<file path="src/rtl/vcell_pkg.sv">
// Shared types for the per-variable bookkeeping array.
// Assumes the two value lines of a variable are sampled together with its
// implied flag on the same clock edge.
package vcell_pkg;

    // Decoded view of the two value lines of one variable.
    typedef enum logic [1:0] {
        BUS_IDLE = 2'b00,
        BUS_ZERO = 2'b01,
        BUS_ONE  = 2'b10,
        BUS_BOTH = 2'b11
    } bus_code_e;

    // Map the positive and negative lines onto the bus code.
    function automatic bus_code_e decode_bus(input logic pos, input logic neg);
        return bus_code_e'({pos, neg});
    endfunction

endpackage

</file>
<file path="src/rtl/vcell_pulse.sv">
// Two-flop implication pulse generator.
// The first flop latches once the trigger is seen. The second follows it one
// cycle later and masks the output, so the pulse lasts exactly one cycle.
// Both flops stay set until a clear, so a held trigger gives one pulse only.
module vcell_pulse (
    input  logic clk,
    input  logic rst_n,
    input  logic clr,
    input  logic trig,
    output logic pulse
);
    logic seen_q;
    logic mask_q;

    // Latch the first sighting of the trigger.
    always_ff @(posedge clk) begin
        if (!rst_n || clr)
            seen_q <= 1'b0;
        else if (trig)
            seen_q <= 1'b1;
    end

    // Follow the first flop one cycle later to close the pulse.
    always_ff @(posedge clk) begin
        if (!rst_n || clr)
            mask_q <= 1'b0;
        else
            mask_q <= seen_q;
    end

    assign pulse = seen_q & ~mask_q;
endmodule

</file>
<file path="src/rtl/vcell_cell.sv">
// Bookkeeping cell for one variable.
// It records the value, the level and the decision/implied kind on the first
// definite bus value. It marks conflict participation and emits the
// learned-clause literal on a capture. It drives its share of the backtrack
// level bus: a bit is driven only while no higher bit has found this cell
// outranked (own bit 0 where the bus shows 1).
// Assumes bus_lvl is the registered wired-OR of all cells' contributions.
module vcell_cell
    import vcell_pkg::*;
#(
    parameter int LVL_W = 4
) (
    input  logic             clk,
    input  logic             rst_n,
    input  logic             lit,
    input  logic             litb,
    input  logic             impl,
    input  logic [LVL_W-1:0] cur_lvl,
    input  logic             capture_en,
    input  logic             refresh,
    input  logic             unwind,
    input  logic [LVL_W-1:0] bus_lvl,
    output logic             new_impl,
    output logic             lit_pos,
    output logic             lit_neg,
    output logic             wr,
    output logic [LVL_W-1:0] contrib
);
    bus_code_e        code;
    logic             held_q;
    logic             val_q;
    logic             kind_imp_q;
    logic [LVL_W-1:0] lvl_q;
    logic             part_q;
    logic             wr_q;
    logic             clr;
    logic             joins;

    // Decode the value lines once for all users.
    assign code = decode_bus(lit, litb);

    // A cell is cleared by refresh, or by unwind when its level is above the bus.
    assign clr = refresh | (unwind & held_q & (lvl_q > bus_lvl));

    // The cell joins a conflict when it holds a decision and shows 110.
    assign joins = capture_en & held_q & ~kind_imp_q & (code == BUS_BOTH) & ~impl;

    // Record the first definite value together with its level and kind.
    always_ff @(posedge clk) begin
        if (!rst_n || clr) begin
            held_q     <= 1'b0;
            val_q      <= 1'b0;
            kind_imp_q <= 1'b0;
            lvl_q      <= '0;
        end else if (!held_q && (code == BUS_ZERO || code == BUS_ONE)) begin
            held_q     <= 1'b1;
            val_q      <= (code == BUS_ONE);
            kind_imp_q <= impl;
            lvl_q      <= cur_lvl;
        end
    end

    // Participation is re-decided on every capture and kept until a clear.
    always_ff @(posedge clk) begin
        if (!rst_n || clr)
            part_q <= 1'b0;
        else if (capture_en)
            part_q <= joins;
    end

    // One-cycle write request following a capture that this cell joined.
    always_ff @(posedge clk) begin
        if (!rst_n || clr)
            wr_q <= 1'b0;
        else
            wr_q <= joins;
    end

    // Implication pulse from the two-flop edge detector.
    vcell_pulse i_pulse (
        .clk   (clk),
        .rst_n (rst_n),
        .clr   (clr),
        .trig  (impl),
        .pulse (new_impl)
    );

    // The learned literal is the complement of the recorded value.
    assign lit_pos = wr_q & ~val_q;
    assign lit_neg = wr_q &  val_q;
    assign wr      = wr_q;

    // MSB-first contention: stop driving once outranked on a higher bit.
    always_comb begin
        logic lost;
        lost    = 1'b0;
        contrib = '0;
        for (int k = LVL_W - 1; k >= 0; k--) begin
            contrib[k] = part_q & lvl_q[k] & ~lost;
            lost       = lost | (~lvl_q[k] & bus_lvl[k]);
        end
    end
endmodule

</file>
<file path="src/rtl/vcell_btres.sv">
// Backtrack-level bus: the wired-OR of every cell's contribution, registered
// once per cycle. The cells re-evaluate against the registered value, so the
// bus gains one correct bit per cycle from the MSB down. It settles to the
// maximum participating level within LVL_W cycles from any start value.
module vcell_btres #(
    parameter int NVAR  = 6,
    parameter int LVL_W = 4
) (
    input  logic                  clk,
    input  logic                  rst_n,
    input  logic [NVAR*LVL_W-1:0] contrib_flat,
    output logic [LVL_W-1:0]      bus_lvl
);
    logic [LVL_W-1:0] or_all;

    // OR every cell's contribution together.
    always_comb begin
        or_all = '0;
        for (int v = 0; v < NVAR; v++)
            or_all = or_all | contrib_flat[v*LVL_W +: LVL_W];
    end

    // Register the bus so that each resolution step takes one cycle.
    always_ff @(posedge clk) begin
        if (!rst_n)
            bus_lvl <= '0;
        else
            bus_lvl <= or_all;
    end
endmodule

</file>
<file path="src/rtl/vcell_array.sv">
// Array of per-variable bookkeeping cells that share one backtrack-level bus
// and one learned-clause write strobe.
// Assumes the sequencer issues unwind only after the level bus has settled.
module vcell_array #(
    parameter int NVAR  = 6,
    parameter int LVL_W = 4
) (
    input  logic             clk,
    input  logic             rst_n,
    input  logic [NVAR-1:0]  lit_i,
    input  logic [NVAR-1:0]  litb_i,
    input  logic [NVAR-1:0]  impl_i,
    input  logic [LVL_W-1:0] cur_lvl,
    input  logic             capture_en,
    input  logic             refresh,
    input  logic             unwind,
    output logic [NVAR-1:0]  new_impl,
    output logic [NVAR-1:0]  learn_pos,
    output logic [NVAR-1:0]  learn_neg,
    output logic             learn_wr,
    output logic [LVL_W-1:0] bt_lvl
);
    localparam int BUS_BITS = NVAR * LVL_W;

    logic [BUS_BITS-1:0] contrib_flat;
    logic [NVAR-1:0]     wr_vec;

    // One cell per variable; the position in the array is the variable tag.
    for (genvar v = 0; v < NVAR; v++) begin : g_cell
        vcell_cell #(.LVL_W(LVL_W)) i_cell (
            .clk        (clk),
            .rst_n      (rst_n),
            .lit        (lit_i[v]),
            .litb       (litb_i[v]),
            .impl       (impl_i[v]),
            .cur_lvl    (cur_lvl),
            .capture_en (capture_en),
            .refresh    (refresh),
            .unwind     (unwind),
            .bus_lvl    (bt_lvl),
            .new_impl   (new_impl[v]),
            .lit_pos    (learn_pos[v]),
            .lit_neg    (learn_neg[v]),
            .wr         (wr_vec[v]),
            .contrib    (contrib_flat[v*LVL_W +: LVL_W])
        );
    end

    // Shared level bus resolved from every cell's contribution.
    vcell_btres #(.NVAR(NVAR), .LVL_W(LVL_W)) i_btres (
        .clk          (clk),
        .rst_n        (rst_n),
        .contrib_flat (contrib_flat),
        .bus_lvl      (bt_lvl)
    );

    // The clause row is written when any cell emits a literal.
    assign learn_wr = |wr_vec;
endmodule

</file>
<file path="config.mk">
export PLATFORM = sky130hd
export DESIGN_NAME = vcell_array
export DESIGN_NICKNAME = d
export VERILOG_FILES = /design/src/rtl/vcell_pkg.sv /design/src/rtl/vcell_pulse.sv /design/src/rtl/vcell_cell.sv /design/src/rtl/vcell_btres.sv /design/src/rtl/vcell_array.sv
export SDC_FILE = /design/constraint.sdc
export NUM_CORES = 1
export LEC_CHECK = 0
export ABC_AREA = 1
export BUFFER_PORTS_ARGS = -buffer_cell sky130_fd_sc_hd__buf_2
export CAP_MARGIN = 40
export CORE_MARGIN = 2
export CORE_UTILIZATION = 43
export CTS_CLUSTER_DIAMETER = 100
export DETAILED_ROUTE_END_ITERATION = 7
export SLEW_MARGIN = 5
export SYNTH_ARGS = -nofsm -noshare
export SYNTH_HDL_FRONTEND = slang
export SYNTH_SLANG_ARGS = --single-unit
</file>
<file path="constraint.sdc">
create_clock -name clk -period 1.5 [get_ports clk]
set_clock_uncertainty 0.2 [all_clocks]
set_input_delay 0.15 -clock clk [delete_from_list [all_inputs] [get_ports clk]]
set_output_delay 0.15 -clock clk [all_outputs]
set_load 0.05 [all_outputs]
</file>
# After elaboration in Yosys (flattened, before gate mapping)
# Cells that the tools add are included.
[classes]
n_lt_le_gt_ge = 6
n_eq_ne = 18
n_bitwise = 197
reduce_logical = 26
[ops]
columns = ["cell", "count"]
rows = [
  ["$and A1 B1 Y1", 114],
  ["$not A1 Y1", 60],
  ["$eq A2 B2 Y1 const B", 12],
  ["$gt A4 B4 Y1", 6],
  ["$or A4 B4 Y4", 5],
  ["$or A1 B1 Y1", 18],
  ["$eq A2 B1 Y1 const B", 6],
  ["$logic_or A1 B1 Y1", 12],
  ["$logic_not A1 Y1", 7],
  ["$logic_and A1 B1 Y1", 6],
  ["$reduce_or A6 Y1", 1],
]
[word_totals]
ff_bits = 70
input_bits = 27
output_inout_bits = 23

# Depth between registers and ports, before layout
# Gate-level depths: netlist of the first run.
[depth]
word_depth = 11
depth_mapped = 10
mapped_depth_nobuf = 9

# Cells and area by module
# Synthesis of the first run repeated with hierarchy kept, for this count alone.
[hier_totals]
cells_unflattened = 578
area_unflattened_um2 = 4110.2
[modules_own_cells]
columns = ["module", "n_inst", "cells_per_inst", "area_each_um2", "seq_area_each_um2"]
rows = [
  ["vcell_cell", 6, 82, 586.8, 180.2],
  ["vcell_pulse", 6, 9, 66.3, 40.0],
  ["vcell_btres", 1, 28, 175.2, 80.1],
  ["vcell_array", 1, 4, 16.3, 0.0],
]

# Worst setup path after synthesis of the first run
# No wires, ideal clock.
[synth_timing]
kind = "reg2reg"
from = "reg i_btres.bus_lvl[1]"
to = "reg g_cell[0].i_cell.val_q"
setup_time_ns = 0.116
arrival_ns = 1.842
path_slack_ns = -0.658
path_stages_with_launch = 11
path_buffers = 1
period_less_slack_ns = 2.158
cell_sequence = "dfxtp_1 -> inv_1 -> ha_1 -> inv_1 -> o21bai_1 -> nand2_1 -> nand2_1 -> nand2_1 -> nand2_1 -> buf_4 -> nor2_1"
[synth_via]
elab_chain_len = 4
[synth_rtl]
columns = ["item", "line", "rtl"]
rows = [
  ["start, declared", "vcell_btres.sv:12", "output logic [LVL_W-1:0] bus_lvl"],
  ["start signal, assigned", "vcell_btres.sv:28", "bus_lvl <= or_all;"],
  ["$gt A4 B4 Y1", "vcell_cell.sv:43", "assign clr = refresh | (unwind & held_q & (lvl_q > bus_lvl));"],
  ["$and A1 B1 Y1", "vcell_cell.sv:43", ""],
  ["$or A1 B1 Y1", "vcell_cell.sv:43", ""],
  ["$logic_or A1 B1 Y1", "vcell_cell.sv:50", "if (!rst_n || clr) begin"],
  ["end signal, assigned", "vcell_cell.sv:57", "val_q <= (code == BUS_ONE);"],
  ["end, declared", "vcell_cell.sv:31", "logic val_q;"],
]
# No other way between the ends.
# A chain may end at the register's enable or synchronous reset.

# Worst setup path after layout of the first run
[layout_timing]
from = "reg g_cell[4].i_cell.wr_q"
to = "out learn_wr"
[layout_via]
elab_chain_len = 1
[layout_rtl]
columns = ["item", "line", "rtl"]
rows = [
  ["start, declared", "vcell_cell.sv:35", "logic wr_q;"],
  ["start signal, assigned", "vcell_cell.sv:76", "wr_q <= joins;"],
  ["$reduce_or A6 Y1", "vcell_array.sv:58", "assign learn_wr = |wr_vec;"],
  ["end, declared", "vcell_array.sv:20", "output logic learn_wr,"],
]
# No other way between the ends.

==> metrics.yaml, run 1 <==
status: "finished with violations"
failed_checks: "setup timing"
max_slew_margin_pct: 80.5
yosys_warnings: 0
required_ns: 1.15
track_usage_pct: 20.4
synth_area_sq_mm: 0.00398
seqCellArea_sq_mm: 0.00143
htreeDepth: 3
cts_made_buffers: 9
hold_viol: 0
startpoint_type: "flop"
ys_types: 21
cpMaxStageDelayCell: "dfxtp_2"
final_common_cell: "nor2_1"
fin_crit_ns: 1.72
timing.final.ws_setup_ns: -0.223
core_area_sq_mm: 0.00911
areaGrowthSynthToFinish_pct: 37.9
critPathMaxFanout: 2
die_w_um: 100
holdPathStages: 4
crit_chain: "nor4_4 > buf_4 > nand3_2 > buf_6"
synth_cells: 551
synth_area_per_cell_sq_um: 7.22
slew_viol_final: 0
worstHoldPathType: "in -> reg"
dr.pass1.iters: 4
setup_viol: 67
drtIter0Drc: 206
synth_seq_cells: 70
cts.sinks: 70
syn_nets: 632
gp_congestion: 0.847
cts_buffer_depth: 2
clk_pin_slew_worst_paths_ns: 0.07
synthArstFlopShare_pct: 0
fillCellCount: 824
vias_per_cell: 4.78
clock.fmax_mhz: 580
grt_pass1_vias: 3272
tritoncts: "built"
ir_worst_vdd_mv: 0.438
ys_seq_area_share_pct: 35.2
rrSetupSlack_ns: -0.18
hp-start: "lit_i[1]"
most-common-layout-cells: "nor2_1, inv_1, dfxtp_1, nand2_1, a21oi_1"
endpoint_kind: "output pin"
die_area_sq_mm: 0.0100
port_buffers: 49
grt_antenna_before_repair: 0
pre_cts_ws_ns: -0.221
grt_max_degree: 13
drc: 0
antenna_cells: 0
holdPathEnd: "g_cell[1].i_cell.val_q"
initial_core_util_pct: 43.7
clock_latency_ns: 0.36
tightest_slew_ns: 0.291
cp.arrival_ns: 1.37
io_pins: 50
critical_path_buf_inv_count: 2
vias: 3569
r2r.worst_path.cells: 10
rsz0062_at_grt: "yes"
crit_type: "reg -> out"
grt-ovfl-total: 0
worstReg2RegEnd: "g_cell[3].i_cell.lvl_q[0]"
max_cap_viol_count: 0
synth-edff-count: 0
grt_pass1_wl_um: 15800
dpl.hpwl_um: 6800
fp.dieH_um: 100
slowest_delay_ns: 0.35
tns_ns: -7.21
cellLeakagePower_nw: 2.42
cts-root-buf: "clkbuf_8"
drive_gt1_share_pct: 36.2
cp_top_family: "flip-flops"
wl_um: 10100
multi_input_area_sq_mm: 0.00260
power_density_mw_per_mm2: 721
drt.antenna.violating_nets: 0
p_total_mw: 3.96
routedWlPerCell_um: 13.5
r2r-start: "i_btres.bus_lvl[1]"
synth_flop_cell: "dfxtp_1"
rows: 35
nets: 714
timing.final.crit_share_pct: 115
timing repair:
item / 4_1_cts / 5_1_grt
pin swaps: 14 / 37
hold buffers: 11 / 1
gates cloned: 3 / 1
endpoints found under the setup margin: 72 / 82
resized for setup: 74 / 111
endpoints found under the hold margin: 35 / 1
setup buffers: 3 / 1
synth_stat cells, types with 6 or more instances:
cell / instances / share of area, %
dfxtp_1: 70 / 35
o21bai_1: 6 / 1.1
ha_1: 54 / 17
nor2_2: 9 / 1.4
nand3_1: 17 / 2.1
a21oi_1: 44 / 5.5
buf_4: 25 / 4.7
inv_1: 88 / 8.3
nor2_1: 148 / 14
nor3_1: 6 / 0.76
nand2_1: 62 / 5.9
mux2i_1: 7 / 1.8
stage by stage:
stage	instance area (sq um)	cells	utilization [%]	hold WS (ns)
3_3_place_gp	4420	714	48.6	0.209
5_1_grt	5490	747	60.2	0.0203
3_5_place_dp	4420	714	48.6	0.211
4_1_cts	5060	745	55.5	0.0000223
6_report	5490	747	60.2	0.00636
2_1_floorplan	4010	551	-	0.0794
logic make-up after synthesis:
kind of cell / Yosys count / synth area share [%]
AND/OR/NAND/NOR: 245 / 24.6
buffers and inverters: 119 / 13.8
flip-flops: 70 / 35.2
AO/OA/AOI/OAI: 56 / 7.61
adder cells (fa/ha/maj): 54 / 17.0
multiplexers: 7 / 1.76
layer usage:
| layer | global-route usage [%] | vias to the layer above | routed length [um] |
|---|---|---|---|
| li1 | - | 1842 | - |
| met1 | 26.7 | 1642 | 4790 |
| met2 | 33.5 | 71 | 4700 |
| met3 | 3.76 | 14 | 382 |
| met4 | 7.69 | 0 | 219 |
| met5 | 0 | - | 0 |
layout make-up:
| class | instances | area share (%) |
|---|---|---|
| Sequential cell | 70 | 26.1 |
| Multi-Input combinational cell | 364 | 47.4 |
| Tap cell | 111 | 2.53 |
| Clock inverter | 3 | 0.274 |
| Clock buffer | 11 | 2.40 |
| Timing Repair Buffer | 99 | 14.6 |
| Inverter | 89 | 6.68 |
sequential cells by signal (all words and copies together) (netlist names):
| signal | cells |
|---|---|
| g_cell.i_cell.lvl_q | 24 |
| g_cell.i_cell.held_q | 6 |
| g_cell.i_cell.i_pulse.mask_q | 6 |
| g_cell.i_cell.i_pulse.seen_q | 6 |
| g_cell.i_cell.kind_imp_q | 6 |
| g_cell.i_cell.part_q | 6 |
| g_cell.i_cell.val_q | 6 |
| g_cell.i_cell.wr | 6 |
| i_btres.bus_lvl | 4 |
tightest hold or removal path, cell delays in order:
cell and delay, ns:
buf_2 0.09, ha_1 0.13, mux2i_1 0.06, nor2_1 0.08
power by group:
| group | internal [mW] | leakage [nW] | switching (mW) |
|---|---|---|---|
| registers | 1.91 | 0.578 | 0.0500 |
| logic | 0.329 | 1.76 | 0.406 |
| clock network | 0.574 | 0.0788 | 0.684 |
| total | 2.82 | 2.42 | 1.14 |
worst max path at each step:
stage,start,end,slack [ns],depth (start not counted)
global placement,i_btres.bus_lvl[3],g_cell[1].i_cell.wr,-0.15,8
CTS,g_cell[4].i_cell.wr,learn_wr,-0.20,4
finish,g_cell[4].i_cell.wr,learn_wr,-0.22,4
floorplan,i_btres.bus_lvl[1],g_cell[0].i_cell.val_q,-0.16,10
detailed placement,i_btres.bus_lvl[1],g_cell[1].i_cell.lvl_q[1],-0.22,9
global route,g_cell[4].i_cell.wr,learn_wr,-0.28,4
No activity file was read; power rests on OpenSTA's default activity.
==> inputs of run 2 (changes only) <==
--- a/config.mk
+++ b/config.mk
@@ -16,3 +16,4 @@
 export SYNTH_ARGS = -nofsm -noshare
 export SYNTH_HDL_FRONTEND = slang
 export SYNTH_SLANG_ARGS = --single-unit
+export TNS_END_PERCENT = 20
==> run 2 against run 1 <==
Effect of this change:
- utilization fell by 3.3 points
- the flow still finishes with violations (setup timing)
- final area fell by 5.5%
- power rose by 8.8%
- largest cell class unchanged
- sequential power barely moved
- global-route usage fell by 0.78 points
- routed wire length fell by 6.1%
- maximum frequency rose by 2.9%
- count of clock-buffer cells in the layout rose by 1
- largest power group unchanged
==> metrics.yaml, run 2 (synthesis results as in run 1) <==
grt_max_degree: 13  # unchanged
required_ns: 1.15  # about the same
cp.arrival_ns: 1.32  # -0.05 ns
hold_ws_ns: 0.0168  # +0.0105 ns
pwr-share-clk_pct: 38.9  # +7.1 points
hold_viol: 0  # unchanged
fp.dieH_um: 100  # unchanged
htreeDepth: 3  # unchanged
fin_crit_ns: 1.67  # -0.0493 ns
routedWlPerCell_um: 12.6  # -6.5%
post-route-util_pct: 56.9  # -3.3 points
die_w_um: 100  # unchanged
cts.sinks: 70  # unchanged
max_cap_viol_count: 0  # unchanged
max_slew_margin_pct: 81.3  # +0.88 points
port_buffers: 49  # unchanged
gp_congestion: 0.849  # +0.15%
fillCellCount: 884  # +7.3%
core_area_sq_mm: 0.00911  # unchanged
timing.final.ws_setup_ns: -0.174  # +0.0493 ns
clock_latency_ns: 0.35  # about the same
grt_pass1_wl_um: 15200  # -4.0%
failed_checks: "setup timing"
dr.pass1.iters: 4  # unchanged
r2r.worst_path.cells: 10  # unchanged
rsz0062_at_grt: "yes"
swShare_pct: 25.8  # -3.0 points
drt.antenna.violating_nets: 0  # unchanged
pre_cts_ws_ns: -0.203  # +0.0184 ns
wl_um: 9480  # -6.1%
p_sw_mw: 1.11  # -2.6%
clk_pin_slew_worst_paths_ns: 0.07  # about the same
areaGrowthSynthToFinish_pct: 30.3
rrSetupSlack_ns: -0.13  # +0.05 ns
drc: 0  # unchanged
power_frac_comb_pct: 15.7  # -2.9 points
cts_buffer_depth: 2  # unchanged
final_common_cell: "nor2_1"
power_density_mw_per_mm2: 831  # +15%
cts-root-buf: "clkbuf_8"
io_pins: 50  # unchanged
antenna_cells: 0  # unchanged
cts_made_buffers: 9  # unchanged
design_area_sq_mm: 0.00518  # -5.5%
holdPathStages: 4  # unchanged
critPathMaxFanout: 2  # unchanged
status: "finished with violations"
timing.final.crit_share_pct: 112  # -3.3 points
most-common-layout-cells: "nor2_1, inv_1, dfxtp_1, nand2_1, a21oi_1"
slew_viol_final: 0  # unchanged
track_usage_pct: 19.6  # -0.78 points
nets: 715  # +0.14%
placed_area_sq_mm: 0.00447  # +1.1%
crit_type: "reg -> out"
post_layout_nonfiller_instances: 750  # +0.40%
grt_pass1_vias: 3264  # -0.24%
drtIter0Drc: 170  # -17%
worstHoldPathType: "in -> reg"
vias: 3511  # -1.6%
die_area_sq_mm: 0.0100  # unchanged
tritoncts: "built"
numPlacedInstances: 719  # +0.70%
internal_power_mw: 3.20  # +13%
clock.fmax_mhz: 597  # +2.9%
setup_viol: 65  # -3.0%
tightest_slew_ns: 0.278  # -0.0132 ns
regMostFlops: "g_cell.i_cell.lvl_q"
endpoint_kind: "output pin"
cellLeakagePower_nw: 2.42  # about the same
rows: 35  # unchanged
grt_antenna_before_repair: 0  # unchanged
vias_per_cell: 4.68  # -2.0%
r2r-start: "i_btres.bus_lvl[1]"
ir_worst_vdd_mv: 0.497  # +14%
startpoint_type: "flop"
seq_power_share_pct: 45.5  # -4.1 points
initial_core_util_pct: 43.7  # unchanged
crit_end: "learn_wr"
worstReg2RegEnd: "g_cell[5].i_cell.wr"
largest_reg_flops: 24  # unchanged
grt-ovfl-total: 0  # unchanged
dpl.hpwl_um: 6910  # +1.6%
cp-startpoint: "g_cell[4].i_cell.wr"
drive_gt1_share_pct: 25.8  # -10 points
[run 2: cell count changes in the layout (fill, tap and decap cells not counted), moves of 8 or more]
cell and delta:
ha_1 +15, dfxtp_1 +9, nor2_2 -24, dfxtp_2 -9, ha_4 -11, nor2_1 +29
inv_1 +8, inv_2 -8
[run 2: metrics by stage]
step	TNS, ns	total power [mW]
global route	-10.80	4.52
detailed placement	-6.95	2.60
finish	-5.17	4.30
CTS	-4.93	4.33
global placement	-5.53	2.59
floorplan	-9.56	2.39
[run 2: what timing repair did]
action                                  in CTS  in global routing
resized for setup                           40                 40
pin swaps                                    7                  7
gates cloned                                 1                  0
endpoints found under the setup margin      70                 82
hold buffers                                13                  0
endpoints found under the hold margin       45                  0
buffers inserted                             1                  0
[run 2: worst min-delay path by stage]
stage / endpoint / slack, ns / startpoint
2_1_floorplan: g_cell[5].i_cell.i_pulse.seen_q / 0.08 / impl_i[5]
3_3_place_gp: g_cell[0].i_cell.i_pulse.seen_q / 0.21 / impl_i[0]
3_5_place_dp: g_cell[0].i_cell.i_pulse.seen_q / 0.21 / impl_i[0]
4_1_cts: g_cell[4].i_cell.val_q / 0.004 / lit_i[4]
5_1_grt: g_cell[3].i_cell.val_q / 0.02 / lit_i[3]
6_report: g_cell[1].i_cell.val_q / 0.02 / lit_i[1]
[run 2: layout make-up]
cell class,count,area (sq um),share of cell area (%)
clock buffers,12,145,2.80
inverters,89,352,6.79
repair buffers,101,767,14.8
well taps,111,139,2.68
clock inverters,4,70.1,1.35
flip-flops and latches,70,1420,27.4
multi-input cells,363,2290,44.1
[run 2: routing by layer]
metal | vias to the layer above | GRT usage [%] | part of all wire (%) | wire (um)
li1 | 1847 | - | - | -
met1 | 1560 | 26.2 | 46 | 4380
met2 | 86 | 31.4 | 45 | 4260
met3 | 18 | 3.48 | 6.2 | 584
met4 | 0 | 8.01 | 2.6 | 249
met5 | - | 0 | 0 | 0
[run 2: critical path, cell delays in order (launching register included)]
cell and delay, ns:
dfxtp_2 0.33, nor4_2 0.26, buf_4 0.17, nand3_2 0.06
buf_6 0.15
[run 2: power groups by stage]
stage | clock (mW) | combinational [mW] | sequential [mW]
global placement | 0 | 0.595 | 1.99
detailed placement | 0 | 0.606 | 2.00
CTS | 1.72 | 0.655 | 1.95
global route | 1.79 | 0.760 | 1.96
floorplan | 0 | 0.403 | 1.98
finish | 1.67 | 0.675 | 1.96
